File: config.mk
export PLATFORM = sky130hd
export DESIGN_NAME = sereep_host
export DESIGN_NICKNAME = d
export VERILOG_FILES = /design/src/rtl/sereep_pkg.sv /design/src/rtl/sereep_wait.sv /design/src/rtl/sereep_shift.sv /design/src/rtl/sereep_host.sv
export SDC_FILE = /design/constraint.sdc
export NUM_CORES = 1
export LEC_CHECK = 0
export BUFFER_PORTS_ARGS = -buffer_cell sky130_fd_sc_hd__buf_2
export CAP_MARGIN = 5
export CORE_ASPECT_RATIO = 1.75
export CORE_UTILIZATION = 35
export CTS_CLUSTER_DIAMETER = 200
export DETAILED_ROUTE_END_ITERATION = 8
export GPL_TIMING_DRIVEN = 0
export HOLD_SLACK_MARGIN = 0.05
export PLACE_DENSITY = 0.59
export SLEW_MARGIN = 20
export SYNTH_ARGS = -nofsm -noshare
export SYNTH_HDL_FRONTEND = slang
export SYNTH_SLANG_ARGS = --single-unit
File: constraint.sdc
create_clock -name clk -period 3.27 [get_ports clk]
set_input_delay 0.1635 -clock clk [delete_from_list [all_inputs] [get_ports clk]]
set_output_delay 0.1635 -clock clk [all_outputs]
set_load 0.03 [all_outputs]
File: src/rtl/sereep_pkg.sv
package sereep_pkg;
  typedef enum logic [2:0] {
    OP_READ  = 3'd0,
    OP_WRITE = 3'd1,
    OP_ERASE = 3'd2,
    OP_WRALL = 3'd3,
    OP_ERALL = 3'd4,
    OP_WEN   = 3'd5,
    OP_WDS   = 3'd6
  } op_e;

  typedef enum logic [2:0] {
    S_IDLE, S_GAP, S_FRAME, S_RDW, S_RDH, S_PGAP, S_POLL, S_FIN
  } st_e;

  function automatic logic is_prog(op_e op);
    return (op == OP_WRITE) || (op == OP_ERASE) || (op == OP_WRALL) || (op == OP_ERALL);
  endfunction
endpackage

File: src/rtl/sereep_wait.sv
module sereep_wait #(
  parameter int LIMIT = 4
) (
  input  logic clk,
  input  logic rst_n,
  input  logic run,
  output logic expired
);
  localparam int CW = (LIMIT > 1) ? $clog2(LIMIT + 1) : 1;
  logic [CW-1:0] cnt;

  always_ff @(posedge clk or negedge rst_n) begin
    if (!rst_n) cnt <= '0;
    else if (!run) cnt <= '0;
    else if (cnt != CW'(LIMIT - 1)) cnt <= cnt + 1'b1;
  end

  assign expired = run && (cnt == CW'(LIMIT - 1));
endmodule

File: src/rtl/sereep_shift.sv
module sereep_shift #(
  parameter int DIV   = 2,
  parameter int VEC_W = 32,
  parameter int RX_W  = 16,
  parameter int NB_W  = 6
) (
  input  logic             clk,
  input  logic             rst_n,
  input  logic             start,
  input  logic [NB_W-1:0]  nbits,
  input  logic [VEC_W-1:0] tx,
  input  logic             sdi,
  output logic             busy,
  output logic             done,
  output logic             sk,
  output logic             sdo,
  output logic [RX_W-1:0]  rx
);
  localparam int DW = (DIV > 1) ? $clog2(DIV) : 1;
  logic [VEC_W-1:0] vec;
  logic [NB_W-1:0]  left;
  logic [DW-1:0]    dc;

  always_ff @(posedge clk or negedge rst_n) begin
    if (!rst_n) begin
      vec <= '0; left <= '0; dc <= '0; busy <= 1'b0; done <= 1'b0; sk <= 1'b0; rx <= '0;
    end else begin
      done <= 1'b0;
      if (start) begin
        vec <= tx; left <= nbits; busy <= 1'b1; sk <= 1'b0; dc <= '0;
      end else if (busy) begin
        if (dc == DW'(DIV - 1)) begin
          dc <= '0;
          if (!sk) begin
            sk <= 1'b1;
            rx <= {rx[RX_W-2:0], sdi};
          end else begin
            sk   <= 1'b0;
            vec  <= vec << 1;
            left <= left - 1'b1;
            if (left == NB_W'(1)) begin
              busy <= 1'b0;
              done <= 1'b1;
            end
          end
        end else begin
          dc <= dc + 1'b1;
        end
      end
    end
  end

  assign sdo = busy & vec[VEC_W-1];


  di_stable_hi_chk: assert property (@(posedge clk) disable iff (!rst_n)
    (sk && $past(sk)) |-> $stable(sdo));

  sk_idle_low_chk: assert property (@(posedge clk) disable iff (!rst_n)
    !busy |-> !sk);
endmodule

File: src/rtl/sereep_host.sv
module sereep_host
  import sereep_pkg::*;
#(
  parameter int ADDR_W     = 6,
  parameter int DATA_W     = 16,
  parameter int FRAME_LEN  = 16,
  parameter int SK_DIV     = 2,
  parameter int CS_GAP     = 4,
  parameter int POLL_LIMIT = 500000,
  parameter int CNT_W      = 2
) (
  input  logic              clk,
  input  logic              rst_n,
  input  logic              req_valid,
  output logic              req_ready,
  input  logic [2:0]        req_op,
  input  logic [ADDR_W-1:0] req_addr,
  input  logic [DATA_W-1:0] req_wdata,
  input  logic [CNT_W-1:0]  req_count,
  output logic              rd_valid,
  input  logic              rd_ready,
  output logic [DATA_W-1:0] rd_data,
  output logic              done,
  output logic              timed_out,
  output logic              ee_cs,
  output logic              ee_sk,
  output logic              ee_di,
  input  logic              ee_do
);
  localparam int PAD   = FRAME_LEN - 3 - ADDR_W;
  localparam int VEC_W = FRAME_LEN + DATA_W;
  localparam int NB_W  = $clog2(VEC_W + 1);

  st_e st;
  op_e cur_op, sv_op;
  logic wp, pend, tmo;
  logic [ADDR_W-1:0] addr;
  logic [DATA_W-1:0] wdata;
  logic [CNT_W-1:0]  left;
  logic sh_start, sh_busy, sh_done, gap_exp, poll_exp;
  logic [NB_W-1:0]   sh_nbits;
  logic [VEC_W-1:0]  sh_tx;
  logic [DATA_W-1:0] sh_rx;

  function automatic logic [VEC_W-1:0] mk_frame(op_e op, logic [ADDR_W-1:0] a, logic [DATA_W-1:0] d);
    logic [1:0] opc;
    logic [ADDR_W-1:0] af;
    af = a;
    case (op)
      OP_READ:  opc = 2'b10;
      OP_WRITE: opc = 2'b01;
      OP_ERASE: opc = 2'b11;
      default: begin
        opc = 2'b00;
        af  = '0;
        case (op)
          OP_WRALL: af[ADDR_W-1 -: 2] = 2'b01;
          OP_ERALL: af[ADDR_W-1 -: 2] = 2'b10;
          OP_WEN:   af[ADDR_W-1 -: 2] = 2'b11;
          default:  af[ADDR_W-1 -: 2] = 2'b00;
        endcase
      end
    endcase
    return {{PAD{1'b0}}, 1'b1, opc, af, ((op == OP_WRITE) || (op == OP_WRALL)) ? d : {DATA_W{1'b0}}};
  endfunction

  sereep_shift #(.DIV(SK_DIV), .VEC_W(VEC_W), .RX_W(DATA_W), .NB_W(NB_W)) shift_i (
    .clk(clk), .rst_n(rst_n), .start(sh_start), .nbits(sh_nbits), .tx(sh_tx), .sdi(ee_do),
    .busy(sh_busy), .done(sh_done), .sk(ee_sk), .sdo(ee_di), .rx(sh_rx)
  );

  sereep_wait #(.LIMIT(CS_GAP)) gap_i (
    .clk(clk), .rst_n(rst_n), .run((st == S_GAP) || (st == S_PGAP)), .expired(gap_exp)
  );

  sereep_wait #(.LIMIT(POLL_LIMIT)) poll_i (
    .clk(clk), .rst_n(rst_n), .run(st == S_POLL), .expired(poll_exp)
  );

  always_comb begin
    sh_start = 1'b0;
    sh_tx    = '0;
    sh_nbits = NB_W'(DATA_W);
    if (st == S_GAP) begin
      sh_start = gap_exp;
      sh_tx    = mk_frame(cur_op, addr, wdata);
      sh_nbits = ((cur_op == OP_WRITE) || (cur_op == OP_WRALL)) ? NB_W'(VEC_W) : NB_W'(FRAME_LEN);
    end else if (st == S_FRAME) begin
      sh_start = sh_done && (cur_op == OP_READ);
      sh_nbits = NB_W'(DATA_W + 1);
    end else if (st == S_RDH) begin
      sh_start = rd_ready && (left != '0);
    end
  end

  always_ff @(posedge clk or negedge rst_n) begin
    if (!rst_n) begin
      st <= S_IDLE; cur_op <= OP_READ; sv_op <= OP_READ; wp <= 1'b1; pend <= 1'b0; tmo <= 1'b0;
      addr <= '0; wdata <= '0; left <= '0; rd_valid <= 1'b0; rd_data <= '0;
    end else begin
      case (st)
        S_IDLE: if (req_valid) begin
          sv_op <= op_e'(req_op);
          addr  <= req_addr;
          wdata <= req_wdata;
          left  <= req_count;
          tmo   <= 1'b0;
          if (is_prog(op_e'(req_op)) && wp) begin
            cur_op <= OP_WEN;
            pend   <= 1'b1;
          end else begin
            cur_op <= op_e'(req_op);
          end
          st <= S_GAP;
        end
        S_GAP: if (gap_exp) st <= S_FRAME;
        S_FRAME: if (sh_done) begin
          if (cur_op == OP_WEN) begin
            wp <= 1'b0;
            if (pend) begin
              pend <= 1'b0; cur_op <= sv_op; st <= S_GAP;
            end else st <= S_FIN;
          end else if (cur_op == OP_WDS) begin
            wp <= 1'b1; st <= S_FIN;
          end else if (cur_op == OP_READ) st <= S_RDW;
          else st <= S_PGAP;
        end
        S_RDW: if (sh_done) begin
          rd_valid <= 1'b1; rd_data <= sh_rx; st <= S_RDH;
        end
        S_RDH: if (rd_ready) begin
          rd_valid <= 1'b0;
          if (left == '0) st <= S_FIN;
          else begin
            left <= left - 1'b1; st <= S_RDW;
          end
        end
        S_PGAP: if (gap_exp) st <= S_POLL;
        S_POLL: if (ee_do) st <= S_FIN;
          else if (poll_exp) begin
            tmo <= 1'b1; st <= S_FIN;
          end
        default: st <= S_IDLE;
      endcase
    end
  end

  assign req_ready = (st == S_IDLE);
  assign done      = (st == S_FIN);
  assign timed_out = tmo;
  assign ee_cs     = (st == S_FRAME) || (st == S_RDW) || (st == S_RDH) || (st == S_POLL);

  logic [$clog2(CS_GAP + 1)-1:0] low_cnt;
  always_ff @(posedge clk or negedge rst_n) begin
    if (!rst_n) low_cnt <= ($clog2(CS_GAP + 1))'(CS_GAP);
    else if (ee_cs) low_cnt <= '0;
    else if (low_cnt != ($clog2(CS_GAP + 1))'(CS_GAP)) low_cnt <= low_cnt + 1'b1;
  end


  cs_gap_chk: assert property (@(posedge clk) disable iff (!rst_n)
    (ee_cs && !$past(ee_cs)) |-> (low_cnt == ($clog2(CS_GAP + 1))'(CS_GAP)));

  sk_needs_cs_chk: assert property (@(posedge clk) disable iff (!rst_n)
    !ee_cs |-> !ee_sk);

  rd_hold_chk: assert property (@(posedge clk) disable iff (!rst_n)
    (rd_valid && !rd_ready) |=> (rd_valid && $stable(rd_data)));

  rd_pause_sk_chk: assert property (@(posedge clk) disable iff (!rst_n)
    rd_valid |-> (!ee_sk && !sh_busy));

  poll_di_low_chk: assert property (@(posedge clk) disable iff (!rst_n)
    (st == S_POLL) |-> (!ee_di && !ee_sk));

  ready_idle_chk: assert property (@(posedge clk) disable iff (!rst_n)
    req_ready |-> (!ee_cs && !sh_busy && !rd_valid));
endmodule

### After elaboration in Yosys (flattened, before gate mapping)

Index checks and enable logic that the tools add are counted.

* output and inout bits: 23
* word-level logic and storage cells: 181
* input port bits: 32
* register bits: 133

* mux-type cells: 78
* reduce and logical (&&, ||, !) cells: 38
* add/sub/neg operators: 5
* eq/ne operators: 37
* bitwise operators: 3

Operators by type and width (count)
* 32-bit two-way mux: 4
* 3-bit two-way mux: 20
* 6-bit two-way mux: 7
* 19-bit two-way mux: 2
* 1-bit two-way mux: 32
* 25-bit two-way mux: 1
* 3-bit == test, second input constant: 8
* 3-bit by 2-bit == test with 1-bit output, second input constant: 7
* 3-bit case mux with 7 select lines: 1
* 2-bit inequality test, second input constant: 10
* 19-bit by 1-bit adder with 19-bit output, second input constant: 1
* 19-bit == test, second input constant: 1
* 19-bit inequality test, second input constant: 1
* 2-bit nonzero test: 9
* 16-bit two-way mux: 1
* 2-bit case mux with 3 select lines: 2
* 4-bit AND reduction: 3
* 5-bit AND reduction: 2
* 3-bit by 1-bit == test with 1-bit output, second input constant: 3
* 3-bit AND reduction: 3
* 1-bit logical OR: 8
* 2-bit by 1-bit inequality test with 1-bit output, second input constant: 4
* 7-bit AND reduction: 1
* 6-bit by 1-bit == test with 1-bit output, second input constant: 1
* other kinds (17): 29

### Depth between registers and ports, before layout

* depth after elaboration: 8
* depth in mapped cells: 10
* depth with buffers taken out: 7

### Hierarchy

From an unflattened synthesis, not the netlist that was laid out.

* cell total of the unflattened synthesis: 593
* area total of the unflattened synthesis: 6471.2 sq um

Modules (own cells, without submodules)
* sereep_host: cells an instance 243, instances 1, area each 2673.8 sq um
* sereep_shift: cells an instance 229, instances 1, area each 2605.0 sq um
* sereep_wait at poll_i: cells an instance 107, instances 1, area each 1028.5 sq um
* sereep_wait at gap_i: cells an instance 14, instances 1, area each 163.9 sq um

### Worst setup path before layout

Ideal clock, no wire load.

* path kind: register to register
* from: register gap_i.cnt[0]
* to: register shift_i.rx[10]
* slack: 1002 ps
* path buffers: 2
* stages on the path, launching flop included: 10
* period minus slack after synthesis: 2268 ps
* library setup time: 125 ps
* data arrival time: 2143 ps
* cells stage by stage: dfrtp_1 ha_1 ha_1 clkbuf_1 nand3b_1 a21o_1 nand2_2 nor3_4 buf_6 mux2_2

* word-level cells in the longest chain between the ends: 5

RTL lines
* start, declared: RTL line sereep_wait.sv:10 `logic [CW-1:0] cnt;`
* start signal, assigned: RTL line sereep_wait.sv:15 `else if (cnt != CW'(LIMIT - 1)) cnt <= cnt + 1'b1;`
* 3-bit by 2-bit == test with 1-bit output: RTL line sereep_wait.sv:18 `assign expired = run && (cnt == CW'(LIMIT - 1));`
* 1-bit logical AND: RTL line sereep_wait.sv:18
* 1-bit two-way mux: RTL line sereep_host.sv:84 `if (st == S_GAP) begin`
* 1-bit inverter (no line)
* 4-bit AND reduction (no line)
* end signal, assigned: RTL line sereep_shift.sv:36 `rx <= {rx[RX_W-2:0], sdi};`
* end, declared: RTL line sereep_shift.sv:17 `output logic [RX_W-1:0] rx`

Every way passes these cells.
A chain may end at the register's enable or synchronous reset.

### Worst setup path after layout

* from: register gap_i.cnt[0]
* to: register shift_i.rx[7]

The elaborated chain is that of the path after synthesis.

==> impl_summary.txt <==
----------------------------------------------------
[Pwr]
  Leakage power figure ... 0.003285 uW
  Combinational Power Share ... 31.9%
  Reg power frac ... between 40 and 50%
  Worst supply voltage drop on vdd ... roughly 350 uV
  Switching share of total power ... 34.16%
  Internal power ... between 4000 and 5000 uW
  Sw Pwr ... 2189 uW
  Clk pwr share ... between 20 and 30%
  Power per Cell Area ... 869.2 nW/um^2

[Final layout]
  Filler Cell Count ... between 1500 and 2000
  Final std cells w/o fill ... about 860
  Area overhead of the layout relative to synthesis ... 23.91%
  Total number of nets in the final design ... 665
  Share of final-layout standard cells stronger than drive strength 1 ... between 20 and 30%
  Number of inserted diodes ... 0

[Critical path]
  Critical path capture point type ... register
  Critical path launch point type ... register
  Data arrival time at the worst-slack endpoint ... 2960 ps
  Critical path peak fanout ... 10
  Class of the most critical setup path ... reg -> reg
  Required time at the worst-slack endpoint ... between 3000 and 4000 ps

[Yosys]
  Most repeated cell in the gate-level netlist after synthesis ... sky130_fd_sc_hd__dfrtp_1
  Number of warnings reported in the yosys synthesis log ... 0
  Largest cells by area after synthesis ... sky130_fd_sc_hd__dfrtp_1 (56%), sky130_fd_sc_hd__mux2_2 (11%), sky130_fd_sc_hd__nor2_1 (4.0%)
  Cell Area, Synth ... 5949 sq um
  Share of flip-flops with an asynchronous set or reset ... 100.0%
  Synthesized net count ... ~560
  Yosys reg bits ... 133
  Commonest cells in the synthesized netlist ... sky130_fd_sc_hd__dfrtp_1 (132), sky130_fd_sc_hd__nor2_1 (64), sky130_fd_sc_hd__mux2_2 (57)
  Post-synth top flop ... sky130_fd_sc_hd__dfrtp_1
  Number of different library cells in the post-synthesis netlist ... 60
  Sequential element share of the synthesized area ... about 56%
  Number of enable flip-flop cells after synthesis ... 0
  Cell taking the most area after synthesis ... sky130_fd_sc_hd__dfrtp_1
  Portion of synthesized cell area occupied by the leading cell type ... 55.52%
  Synthesized area divided by synthesized cell count ... roughly 11 sq um
  Gate count after technology mapping ... ~530

[Timing]
  Min cycle time layout ... between 2000 and 3000 ps
  Final worst clock skew ... 9.101 ps
  Setup TNS ... 0 ps
  Period utilization ... about four fifths
  Pins Over Slew Limit ... 0
  Relative max-transition margin ... a little under three fifths
  RSZ-0062 raised after global routing ... false
  Number of hold-slack violations in the final timing report ... 0
  Final-report setup violation count ... 0
  Slew @ Worst Pin ... approximately 640 ps
  Highest Clock Rate ... about 0.37 GHz

[Global routing]
  First-pass GRT wire length ... about 22000 um
  Largest net degree at the start of global routing ... 84
  GRT Residual Overflow ... 0
  Via count of the first global-routing pass ... around 4700
  GR Util All Layers ... around 16%
  Initial antenna violation count ... 0

[Route]
  DRT Wirelength ... ~13000 um
  Via count of the routed design ... 4351
  Detailed-route vias per instance ... approximately 5.0
  DR pass1 iterations ... 4
  Residual DRC count ... 0
  Detail Route Antenna Nets ... 0
  Routed length per placed instance ... ~15 um
  Detailed router's first-iteration violation count ... approximately 220

[Placed design]
  Port Buffer Count ... between 50 and 60
  Cell total after placement ... approximately 800
  Final weighted congestion in routability-driven placement ... 0.8463
  HPWL after detailed placement ... 9014 um

[Clock tree]
  Root Driver ... sky130_fd_sc_hd__clkbuf_16
  Clock latency on the worst-skew pair ... ~420 ps
  Max H-tree Level ... 4
  Bufs on Longest Clock Path ... 2
  Number of clock sinks ... between 100 and 150
  Number of gates given a new drive strength after cts ... 0
  Clock slew at the register clock pins of the worst setup and hold paths ... approximately 60 ps
  Setup repair bufs after CTS ... 0
  TritonCTS Buffers ... 17
  Clock tree from TritonCTS ... yes

[Floorplan]
  Horizontal extent of the die ... ~100 um
  Starting utilization of the core area ... around 36%
  Die Footprint ... 17540 sq um
  Floorplan die height ... around 170 um
  I/O pin cnt ... 55
  Number of standard-cell rows in the floorplan ... 62
  Core region area ... approximately 17000 sq um

[Outcome]
  Run status ... finished, final reports clean

[Flow run]
  Max-cap check violation count ... 0

[Min path]
  Hold Crit Class ... in -> reg

----------------------------------------------------
cells by family after synthesis:
logic type                 count (synthesis)  synth area share [%]
AOI/OAI and AO/OA                         97                 11.34
xor gates and xnor gates                  23                 3.386
muxes                                     59                 11.13
buffers and inverters                     44                 3.302
adders and majority gates                  6                 1.262
and+or+nand+nor                          163                 13.63
DFF                                      133                 55.96
state kept, by name, summed over array words and instances (netlist names):
signal and flops:
rd_data 16, timed_out 1, gap_i.cnt 3, shift_i.rx 16
shift_i.done 1, left 2, sv_op 3, rd_valid 1
poll_i.cnt 19, wdata 16, wp 1, addr 6
shift_i.left 6, shift_i.busy 1, shift_i.dc 1, shift_i.sk 1
cur_op 3, st 3, shift_i.vec 32, pend 1
per-layer routing:
layer | part of all wire, % | vias to the layer above | global-route usage, %
li1 | - | 2062 | -
met1 | 39 | 2193 | 16.38
met2 | 56 | 72 | 28.77
met3 | 2.3 | 24 | 2.895
met4 | 2.5 | 0 | 9.058
met5 | 0 | - | 0
critical path: stages, from the launching register on:
cell	delay, ps
sky130_fd_sc_hd__dfrtp_1	390
sky130_fd_sc_hd__ha_1	220
sky130_fd_sc_hd__ha_1	180
sky130_fd_sc_hd__clkbuf_1	200
sky130_fd_sc_hd__nand3b_1	170
sky130_fd_sc_hd__a21o_1	210
sky130_fd_sc_hd__nand2_2	170
sky130_fd_sc_hd__nor3_4	460
sky130_fd_sc_hd__buf_6	220
sky130_fd_sc_hd__mux2_2	340
power by group through the flow:
stage                     Clock (uW)  Sequential, uW  Combinational, uW
after floorplan                    0            2570               1500
final                           1780            2590               2040
after CTS                       1820            2600               2070
after global routing            1890            2660               2290
after detailed placement           0            2620               2020
after global placement             0            2590               1950
cell type report:
class | count | area, sq um | area share, %
well taps | 224 | 280.3 | 3.802
multi-input cells | 348 | 2424 | 32.88
plain buffers | 24 | 121.4 | 1.646
flip-flops and latches | 133 | 3329 | 45.16
inverters | 20 | 75.07 | 1.018
clock inverters | 10 | 80.08 | 1.086
clock buffers | 22 | 474.2 | 6.432
repair buffers | 83 | 588.1 | 7.977
what timing repair did:
| action | in CTS | in global routing |
|---|---|---|
| endpoints found under the hold margin | 77 | 0 |
| hold buffers | 28 | 0 |
| setup endpoints to repair | 0 | 0 |
cells in the final DEF (no fill, tap or decap), types with 11 or more instances in the layout:
master and n:
sky130_fd_sc_hd__clkbuf_16 17, sky130_fd_sc_hd__xor2_1 16, sky130_fd_sc_hd__a221oi_1 12, sky130_fd_sc_hd__buf_2 66, sky130_fd_sc_hd__mux2_2 57, sky130_fd_sc_hd__a22oi_1 11
sky130_fd_sc_hd__nor3_1 13, sky130_fd_sc_hd__dfrtp_1 132, sky130_fd_sc_hd__dlygate4sd3_1 28, sky130_fd_sc_hd__inv_1 20, sky130_fd_sc_hd__a21oi_1 18, sky130_fd_sc_hd__o21ai_0 23
sky130_fd_sc_hd__nor2_1 64, sky130_fd_sc_hd__nand2_1 33
worst paths after layout:
check / from / to / slack [ps] / cells after the start
max: gap_i.cnt[0] / shift_i.rx[7] / 600 / 9
min: req_count[1] / left[1] / 70 / 3
max reg2reg: gap_i.cnt[0] / shift_i.rx[7] / 600 / 9
min reg2reg: rd_data[12] / rd_data[12] / 500 / 1
max in group asynchronous: rst_n / poll_i.cnt[0] / 2280 / 3
min in group asynchronous: rst_n / wdata[8] / 250 / 2
stage by stage:
stage,power [uW],setup slack [ps],hold slack [ps],cell area [sq um],utilization [%]
6_report,6408,602.6,73.16,7372,44.62
5_1_grt,6839,412.6,103.3,7372,44.62
4_1_cts,6488,564.7,52.91,7372,44.62
3_5_place_dp,4648,576.2,100.1,6538,39.57
3_3_place_gp,4541,314.5,397.4,6500,39.34
2_1_floorplan,4068,1002,-132.1,5949,-
Note: power is estimated with default switching activity, not from simulation.
